## config.mk

```make
export PLATFORM = sky130hd
export DESIGN_NAME = shader_flow_seq
export DESIGN_NICKNAME = d
export VERILOG_FILES = /design/src/rtl/shader_flow_seq.sv
export SDC_FILE = /design/constraint.sdc
export NUM_CORES = 1
export LEC_CHECK = 0
export ABC_CLOCK_PERIOD_IN_PS = 10600
export BUFFER_PORTS_ARGS = -buffer_cell sky130_fd_sc_hd__buf_4
export CAP_MARGIN = 30
export CORE_MARGIN = 3
export CORE_UTILIZATION = 55
export CTS_CLUSTER_SIZE = 20
export DETAILED_ROUTE_END_ITERATION = 6
export PLACE_DENSITY = 0.74
export SETUP_SLACK_MARGIN = 0.02
export SKIP_LAST_GASP = 1
export SLEW_MARGIN = 25
export SYNTH_ARGS = -nofsm -noshare
export SYNTH_HDL_FRONTEND = slang
export SYNTH_SLANG_ARGS = --single-unit
```

## constraint.sdc

```tcl
create_clock -name clk -period 10.6 [get_ports clk]
set_input_delay 1.06 -clock clk [delete_from_list [all_inputs] [get_ports clk]]
set_output_delay 1.06 -clock clk [all_outputs]
set_load 0.02 [all_outputs]
```

## src/rtl/shader_flow_seq.sv

```systemverilog
module shader_flow_seq #(
  parameter int PC_W       = 12,
  parameter int LOOP_DEPTH = 4,
  parameter int IF_DEPTH   = 8,
  parameter int CALL_DEPTH = 4
) (
  input  logic            clk,
  input  logic            rst_n,
  input  logic            start,
  input  logic [PC_W-1:0] entry_pc,
  input  logic [31:0]     instr,
  input  logic [15:0]     bool_uni,
  input  logic [95:0]     int_uni,
  input  logic            cmp_x,
  input  logic            cmp_y,
  output logic [PC_W-1:0] pc,
  output logic [7:0]      loop_ctr,
  output logic            done,
  output logic            overflow
);
  localparam int LSW = $clog2(LOOP_DEPTH + 1);
  localparam int ISW = $clog2(IF_DEPTH + 1);
  localparam int CSW = $clog2(CALL_DEPTH + 1);
  localparam int LIX = $clog2(LOOP_DEPTH);
  localparam int IIX = $clog2(IF_DEPTH);
  localparam int CIX = $clog2(CALL_DEPTH);

  localparam logic [5:0] OP_END = 6'h22, OP_CALL = 6'h24, OP_CALLC = 6'h25,
                         OP_CALLU = 6'h26, OP_IFU = 6'h27, OP_IFC = 6'h28,
                         OP_LOOP = 6'h29, OP_JMPC = 6'h2C, OP_JMPU = 6'h2D;

  wire [5:0]      op   = instr[31:26];
  wire [PC_W-1:0] tgt  = instr[10 +: PC_W];
  wire [PC_W-1:0] blen = PC_W'(instr[9:0]);
  wire            bval = bool_uni[instr[25:22]];
  wire [23:0]     iu   = int_uni[24*instr[23:22] +: 24];
  wire            run  = ~done;
  wire            act  = run & (op != OP_END);
  wire [PC_W-1:0] seq  = pc + 1'b1;

  logic cond;
  wire mx = (cmp_x == instr[25]);
  wire my = (cmp_y == instr[24]);
  always_comb begin
    case (instr[23:22])
      2'd0:    cond = mx | my;
      2'd1:    cond = mx & my;
      2'd2:    cond = mx;
      default: cond = my;
    endcase
  end

  wire jump    = (op == OP_JMPC & cond) | (op == OP_JMPU & (bval != instr[0]));
  wire do_call = (op == OP_CALL) | (op == OP_CALLC & cond) | (op == OP_CALLU & bval);
  wire if_op   = (op == OP_IFU) | (op == OP_IFC);
  wire if_true = (op == OP_IFU) ? bval : cond;
  wire [PC_W-1:0] c0 = (jump | do_call | (if_op & ~if_true)) ? tgt : seq;

  // loop stack
  logic [LSW-1:0]  lsp;
  logic [PC_W-1:0] l_start [LOOP_DEPTH];
  logic [PC_W-1:0] l_end   [LOOP_DEPTH];
  logic [8:0]      l_it    [LOOP_DEPTH];
  logic [7:0]      l_inc   [LOOP_DEPTH];
  wire [LIX-1:0] l_wr = LIX'(lsp);
  wire [LIX-1:0] l_rd = LIX'(lsp - 1'b1);
  wire l_req  = act & (op == OP_LOOP);
  wire l_full = (lsp == LSW'(LOOP_DEPTH));
  wire l_push = l_req & ~l_full;
  wire [PC_W-1:0] l_start_t = l_push ? seq : l_start[l_rd];
  wire [PC_W-1:0] l_end_t   = l_push ? tgt + 1'b1 : l_end[l_rd];
  wire [8:0]      l_it_t    = l_push ? {1'b0, iu[7:0]} + 9'd1 : l_it[l_rd];
  wire [7:0]      l_inc_t   = l_push ? iu[23:16] : l_inc[l_rd];
  wire l_hit = act & (l_push | lsp != '0) & (c0 == l_end_t);
  wire [8:0] l_dec = l_it_t - 9'd1;
  wire l_pop = l_hit & (l_dec == '0);
  wire [PC_W-1:0] c1 = (l_hit & ~l_pop) ? l_start_t : c0;
  wire [7:0] lc_base = l_push ? iu[15:8] : loop_ctr;
  wire [7:0] lc_next = lc_base + (l_hit ? l_inc_t : 8'd0);

  // if stack
  logic [ISW-1:0]  isp;
  logic [PC_W-1:0] i_end [IF_DEPTH];
  logic [PC_W-1:0] i_res [IF_DEPTH];
  wire [IIX-1:0] i_wr = IIX'(isp);
  wire [IIX-1:0] i_rd = IIX'(isp - 1'b1);
  wire i_req  = act & if_op & if_true;
  wire i_full = (isp == ISW'(IF_DEPTH));
  wire i_push = i_req & ~i_full;
  wire [PC_W-1:0] i_end_t = i_push ? tgt : i_end[i_rd];
  wire [PC_W-1:0] i_res_t = i_push ? tgt + blen : i_res[i_rd];
  wire i_hit = act & (i_push | isp != '0) & (c1 == i_end_t);
  wire [PC_W-1:0] c2 = i_hit ? i_res_t : c1;

  // call stack
  logic [CSW-1:0]  csp;
  logic [PC_W-1:0] c_end [CALL_DEPTH];
  logic [PC_W-1:0] c_ret [CALL_DEPTH];
  wire [CIX-1:0] c_wr = CIX'(csp);
  wire [CIX-1:0] c_rd = CIX'(csp - 1'b1);
  wire c_req  = act & do_call;
  wire c_full = (csp == CSW'(CALL_DEPTH));
  wire c_push = c_req & ~c_full;
  wire [PC_W-1:0] c_end_t = c_push ? tgt + blen : c_end[c_rd];
  wire [PC_W-1:0] c_ret_t = c_push ? seq : c_ret[c_rd];
  wire c_hit = act & (c_push | csp != '0) & (c2 == c_end_t);
  wire [PC_W-1:0] c3 = c_hit ? c_ret_t : c2;

  wire ovf_ev = (l_req & l_full) | (i_req & i_full) | (c_req & c_full);

  always_ff @(posedge clk) begin
    if (!rst_n) begin
      pc       <= '0;
      done     <= 1'b1;
      loop_ctr <= '0;
      overflow <= 1'b0;
      lsp      <= '0;
      isp      <= '0;
      csp      <= '0;
    end else if (start) begin
      pc   <= entry_pc;
      done <= 1'b0;
      lsp  <= '0;
      isp  <= '0;
      csp  <= '0;
    end else if (run) begin
      pc       <= act ? c3 : pc;
      done     <= ~act;
      loop_ctr <= lc_next;
      overflow <= overflow | ovf_ev;
      lsp      <= lsp + LSW'(l_push) - LSW'(l_pop);
      isp      <= isp + ISW'(i_push) - ISW'(i_hit);
      csp      <= csp + CSW'(c_push) - CSW'(c_hit);
    end
  end

  always_ff @(posedge clk) begin
    if (rst_n && !start) begin
      if (l_push) begin
        l_start[l_wr] <= l_start_t;
        l_end[l_wr]   <= l_end_t;
        l_inc[l_wr]   <= l_inc_t;
        l_it[l_wr]    <= l_hit ? l_dec : l_it_t;
      end else if (l_hit && !l_pop) begin
        l_it[l_rd] <= l_dec;
      end
      if (i_push) begin
        i_end[i_wr] <= i_end_t;
        i_res[i_wr] <= i_res_t;
      end
      if (c_push) begin
        c_end[c_wr] <= c_end_t;
        c_ret[c_wr] <= c_ret_t;
      end
    end
  end
endmodule

```

==> results.ini, run 1 <==
[synth]
synth_compound_gate_area_share = 0.0643
synth-edff-count = 452
synth.area.mux_share = 0.166
synthAdderAreaFrac = 0.0269
synth.avg_cell_area_um2 = 14.2
syn_area_um2 = 24200
synth_nets = 1913
synth_xor_area_frac = 0.0387
seq_area_frac_synth = 0.588
post_synth_and_or_nand_nor_area_fraction = 0.0894
synth_seq_cells = 484
yosysWarnings = 0
synth_top_family_by_area = multiplexers
synthFlopType = edfxtp_1
ys_types = 82
async_flop_share = 0
synth_cells = 1703

[min_path]
hold_end = loop_ctr[4]
holdCritStartpoint = loop_ctr[4]
whs_path_depth = 2
hold_path.class = register to register

[global_routing]
grt_max_degree = 41
overflow = 0
grt_pass1_vias = 16034
grt_antenna_before_repair = 0
grt_pass1_wl_mm = 98.2
grt_usage = 0.278

[setup_path]
cp-startpoint = lsp[0]
cp_max_fo = 29
cp.required_ns = 11.11
crit_buf_inv = 7
worstReg2RegEnd = csp[2]
cp.arrival_ns = 8.89
crit_path_end_kind = register
rr_worst_depth = 29
regToRegSetupSlack_ns = 2.22
path_class = register to register
startpoint_type = register
critPathSlowestCell = nand3_2
slowest_delay_ns = 0.68
r2r_start = lsp[0]
path_delay_family = simple AND/OR/NAND/NOR gates

[sta]
hold_slack_ns = 0.487
min_period_over_period = 0.791
period_needed_ns = 8.38
fin_tns_setup_ns = 0
drv_slew = 0
skew_ns = 0.0325
rsz0062_at_grt = false
finalHoldViolCount = 0
relSlewSlack = 0.333
clock.fmax_mhz = 119
fin_ws_ns = 2.22
worst_pin_slew_ns = 1.00
setup_viol = 0

[place]
port_buffers = 182
hpwlAfterDp_mm = 44.7
placed_cell_area_um2 = 26200
placedCellCount = 2424
pre_cts_ws_ns = 2.39
place_congestion = 0.983

[floorplanning]
start_util = 0.559
fp-row-count = 76
ioPinCount = 183
die_w_um = 216
die_y_um = 216
die_area_um2 = 46500
core_um2 = 43300

[clock_network]
post_cts_buffers = 0
clock_path_buffers = 3
cts_resized = 0
ctsHoldBuffers = 0
h-tree-depth = 2
cts-root-buf = clkbuf_16
cts_sinks = 484
cts_buffers = 49
clkSlewWorstSetupHoldPaths_ns = 0.06
cts_tree = built
insertion_delay_ns = 0.60

[final_layout]
nNetsFinal = 2100
multiInputGateArea_um2 = 9360
area_growth_pct = 14.8
drive_gt1_frac = 0.262
regArea_um2 = 14200
fin_cells = 2513
antennaDiodeCount = 0
nFillCells = 3122
final_cell_area_um2 = 27800

[drt]
drt-total-wl_mm = 64.5
drt-initial-drc-count = 1474
vias = 15740
antenna_left = 0
drc = 0
wl_per_cell_um = 25.6
drt_first_pass_iters = 5
drt-vias-per-instance = 6.26

[power]
leakage_nw = 9.65
ir_drop_mv = 0.132
pwr_density_cell_nw_per_um2 = 145

[run_status]
status = complete, no violations

[run]
drv_cap = 0

==> area by class of cell <==
class,count,share of cell area
Clock buffer,61,0.0469
Clock inverter,28,0.00825
Inverter,58,0.00793
Multi-Input combinational cell,1069,0.337
Sequential cell,484,0.512
Tap cell,585,0.0264
Timing Repair Buffer,228,0.0614
==> worst max path at each step <==
stage,cells past startpoint,slack [ns],end
final,29,2.22,csp[2]
after global routing,29,1.70,csp[2]
after CTS,29,2.35,csp[2]
after detailed placement,29,2.39,csp[2]
after global placement,27,2.69,csp[2]
after floorplan,34,2.40,csp[2]
==> cell usage after synthesis, drive strengths merged (11+ instances only) <==
| master | instances | area, um2 |
|---|---|---|
| mux4 | 137 | 3090 |
| mux2 | 26 | 293 |
| a211oi | 11 | 82.6 |
| nand2 | 188 | 706 |
| xor2 | 46 | 403 |
| a21oi | 56 | 288 |
| xnor2 | 61 | 534 |
| nand2b | 16 | 100 |
| a31oi | 11 | 68.8 |
| mux2i | 62 | 633 |
| clkbuf | 51 | 191 |
| dfxtp | 32 | 641 |
| nand4 | 20 | 125 |
| nor3 | 22 | 115 |
| nor2 | 71 | 269 |
| edfxtp | 452 | 13600 |
| nand3 | 35 | 188 |
| and2 | 14 | 90.1 |
| inv | 58 | 220 |
| buf | 41 | 250 |
| nor2b | 14 | 87.6 |
| o21ai | 92 | 468 |
| and3 | 14 | 87.6 |
| ha | 44 | 551 |
==> cells in the final DEF (no fill, tap or decap), types with 9 or more instances in the layout <==
cell,Yosys,routed
inv_1,54,54
nor2b_1,14,14
edfxtp_1,452,452
clkinv_2,0,10
mux4_2,137,137
clkbuf_16,0,50
a211oi_1,11,11
nor3_1,21,21
nand3_1,34,33
dfxtp_1,32,29
a31oi_1,11,11
mux2i_1,61,61
nand4_1,20,20
o21ai_0,73,70
ha_1,44,42
xor2_1,46,45
nand2_1,188,188
xnor2_1,61,61
a21o_1,9,9
clkbuf_1,51,10
o21ai_1,17,20
and3_1,14,14
mux2_2,26,26
a21oi_1,54,54
buf_4,5,225
nor2_1,70,70
nand2b_1,16,16
==> routing by layer <==
metal  part of all wire  wire length [um]  up-vias  track usage
met5                  0                 0        -            0
li1                   -                 -     6934            -
met1               0.40             25600     7894        0.373
met3              0.082              5300      144       0.0514
met2               0.49             31400      768        0.466
met4              0.033              2130        0       0.0905
==> state kept, by name, indices dropped and copies added (netlist names) <==
| register | flops |
|---|---|
| loop_ctr | 8 |
| isp | 4 |
| lsp | 3 |
| csp | 3 |
| overflow | 1 |
| pc | 12 |
| c_end | 48 |
| i_res | 96 |
| l_it | 36 |
| c_ret | 48 |
| l_end | 48 |
| l_inc | 32 |
| done | 1 |
| l_start | 48 |
| i_end | 96 |
==> logic make-up (layout without fill, tap and decap cells) <==
kind of cell    count (synthesis)  count (layout)
fa+ha+maj                      49              49
xor+xnor                      107             107
simple gates                  441             441
buf+inv                       150             375
compound gates                247             247
mux                           225             225
flops                         484             484
==> power breakdown <==
part           leakage [nW]  switching [W]  internal [W]
registers              4.22     0.00000723       0.00207
logic                  4.69       0.000172      0.000123
clock network         0.743       0.000720      0.000926
total                  9.65       0.000900       0.00312
==> through the flow <==
| stage | utilization | total power [W] |
|---|---|---|
| 6_report | 0.642 | 0.00402 |
| 5_1_grt | 0.642 | 0.00413 |
| 4_1_cts | 0.642 | 0.00404 |
| 3_5_place_dp | 0.606 | 0.00241 |
| 3_3_place_gp | 0.605 | 0.00240 |
| 2_1_floorplan | - | 0.00227 |
==> worst register-to-register path, delay by kind of cell (launching register included) <==
| family | cells | cell delay (ns) |
|---|---|---|
| flip-flops | 1 | 0.66 |
| buffers and inverters | 7 | 1.54 |
| multiplexers | 2 | 0.68 |
| XOR/XNOR | 3 | 0.44 |
| adder cells (fa/ha/maj) | 5 | 1.29 |
| AND/OR/NAND/NOR | 9 | 2.75 |
| AO/OA/AOI/OAI | 3 | 0.94 |
Note: power is estimated with default switching activity, not from simulation.
==> run 2, diff against run 1 <==
- ABC_CLOCK_PERIOD_IN_PS: 10600 -> 7650
- PLACE_DENSITY: 0.74 -> 0.77
- clock period: 10.6 -> 7.65 ns (I/O delays scaled with it)
==> results.ini, run 2 (synthesis gave the netlist of run 1 again) <==
[run_status]
status = complete, no violations

[global_routing]
grt_max_degree = 51
grt_antenna_before_repair = 0
grt_pass1_wl_mm = 99.6
grt_pass1_vias = 16136
grt_usage = 0.284
overflow = 0

[sta]
period_needed_ns = 7.03
relSlewSlack = 0.380
worst_pin_slew_ns = 0.920
fin_tns_setup_ns = 0
skew_ns = 0.0310
rsz0062_at_grt = false
clock.fmax_mhz = 142
setup_viol = 0
min_period_over_period = 0.919
finalHoldViolCount = 0
fin_ws_ns = 0.623
drv_slew = 0

[final_layout]
final_cell_mix = 452 x edfxtp_1, 245 x buf_4, 188 x nand2_1
area_growth_pct = 16.0
antennaDiodeCount = 0
nNetsFinal = 2125
final_common_cell = edfxtp_1
reg.largest.list = i_end x96, i_res x96
drive_gt1_frac = 0.270
nFillCells = 3100
regArea_um2 = 14200
multiInputGateArea_um2 = 9360

[power]
leakage_nw = 9.83
ir_drop_mv = 0.232
pwr_density_cell_nw_per_um2 = 203

[setup_path]
r2r_start = lsp[1]
path_class = register to register
rr_worst_depth = 27
cp_max_fo = 12
worstReg2RegEnd = csp[2]
cp-startpoint = lsp[1]
cp.arrival_ns = 7.55
crit_path_end_kind = register
startpoint_type = register
cp.required_ns = 8.17
regToRegSetupSlack_ns = 0.62

[place]
place_congestion = 0.931
port_buffers = 182
pre_cts_ws_ns = 0.533
hpwlAfterDp_mm = 45.7

[drt]
drt-total-wl_mm = 65.2
drt_first_pass_iters = 7
drt-initial-drc-count = 2002
antenna_left = 0
wl_per_cell_um = 25.7
drc = 0
vias = 15840
drt-vias-per-instance = 6.24

[min_path]
hold_end = loop_ctr[3]
whs_path_depth = 2
holdCritStartpoint = loop_ctr[3]
hold_path.class = register to register

[clock_network]
cts_buffers = 50
h-tree-depth = 2
ctsHoldBuffers = 0
post_cts_buffers = 0
clock_path_buffers = 3
cts_tree = built
cts-root-buf = clkbuf_16
clkSlewWorstSetupHoldPaths_ns = 0.06
insertion_delay_ns = 0.61
cts_resized = 0
cts_sinks = 484

[floorplanning]
core_um2 = 43300
die_y_um = 216
die_w_um = 216
start_util = 0.559
die_area_um2 = 46500
fp-row-count = 76
ioPinCount = 183

[run]
drv_cap = 0

-- run 2: cell count changes in the layout (fill, tap and decap cells not counted), sizes merged --
| cell | before | now |
|---|---|---|
| buf | 228 | 250 |
| bufinv | 2 | 5 |
| clkbuf | 61 | 65 |
| clkinv | 21 | 19 |
| clkinvlp | 4 | 1 |
-- run 2: layout make-up --
type                            count  share of cell area
Timing Repair Buffer              252              0.0674
Inverter                           58             0.00785
Clock inverter                     26             0.00976
Tap cell                          585              0.0261
Multi-Input combinational cell   1069               0.334
Clock buffer                       63              0.0485
Sequential cell                   484               0.507
-- run 2: worst max-delay path by stage --
stage / end / slack (ns) / cells after the start
global route: csp[2] / 0.17 / 27
global placement: csp[2] / 0.61 / 26
CTS: csp[2] / 0.64 / 27
floorplan: csp[2] / 0.05 / 34
detailed placement: csp[2] / 0.53 / 26
finish: csp[2] / 0.62 / 27
-- run 2: metal layers --
layer  part of all wire  wire [um]  GRT usage  vias to the layer above
met5                  0          0          0                        -
met4              0.031       2000     0.0934                        0
met3              0.076       4960     0.0369                      139
met2               0.49      31700      0.459                      728
met1               0.41      26600      0.405                     7990
li1                   -          -          -                     6983
-- run 2: through the flow --
step | utilization | hold slack, ns | std cells | area, um2 | power, W
after floorplan | - | 0.461 | 1703 | 24200 | 0.00315
after global placement | 0.610 | 0.469 | 2442 | 26400 | 0.00332
after detailed placement | 0.610 | 0.476 | 2445 | 26400 | 0.00333
after CTS | 0.648 | 0.482 | 2534 | 28000 | 0.00572
after global routing | 0.649 | 0.505 | 2537 | 28100 | 0.00585
final | 0.649 | 0.485 | 2537 | 28100 | 0.00570
-- run 2: power breakdown --
group	total, W	internal (W)	leakage (nW)	switching [W]
registers	0.00288	0.00287	4.22	0.0000125
clock network	0.00241	0.00143	0.806	0.000987
logic	0.000405	0.000172	4.80	0.000233
-- run 2: critical path, cell delays in order (launching register included) --
cell       delay [ns]
dfxtp_1          0.55
inv_1            0.13
ha_2             0.54
buf_4            0.26
mux4_2           0.35
a31o_2           0.24
o21ai_0          0.21
o22ai_1          0.12
nor4_1           0.47
nand4_1          0.15
o21a_1           0.18
nor3_2           0.43
nand3b_1         0.25
and2_4           0.18
or2_1            0.29
inv_2            0.13
buf_4            0.18
o221ai_1         0.23
nand4_1          0.18
a2111oi_4        0.38
ha_1             0.29
inv_1            0.06
ha_1             0.13
inv_1            0.05
fa_1             0.37
xnor2_1          0.14
or3_1            0.31
a21oi_1          0.14
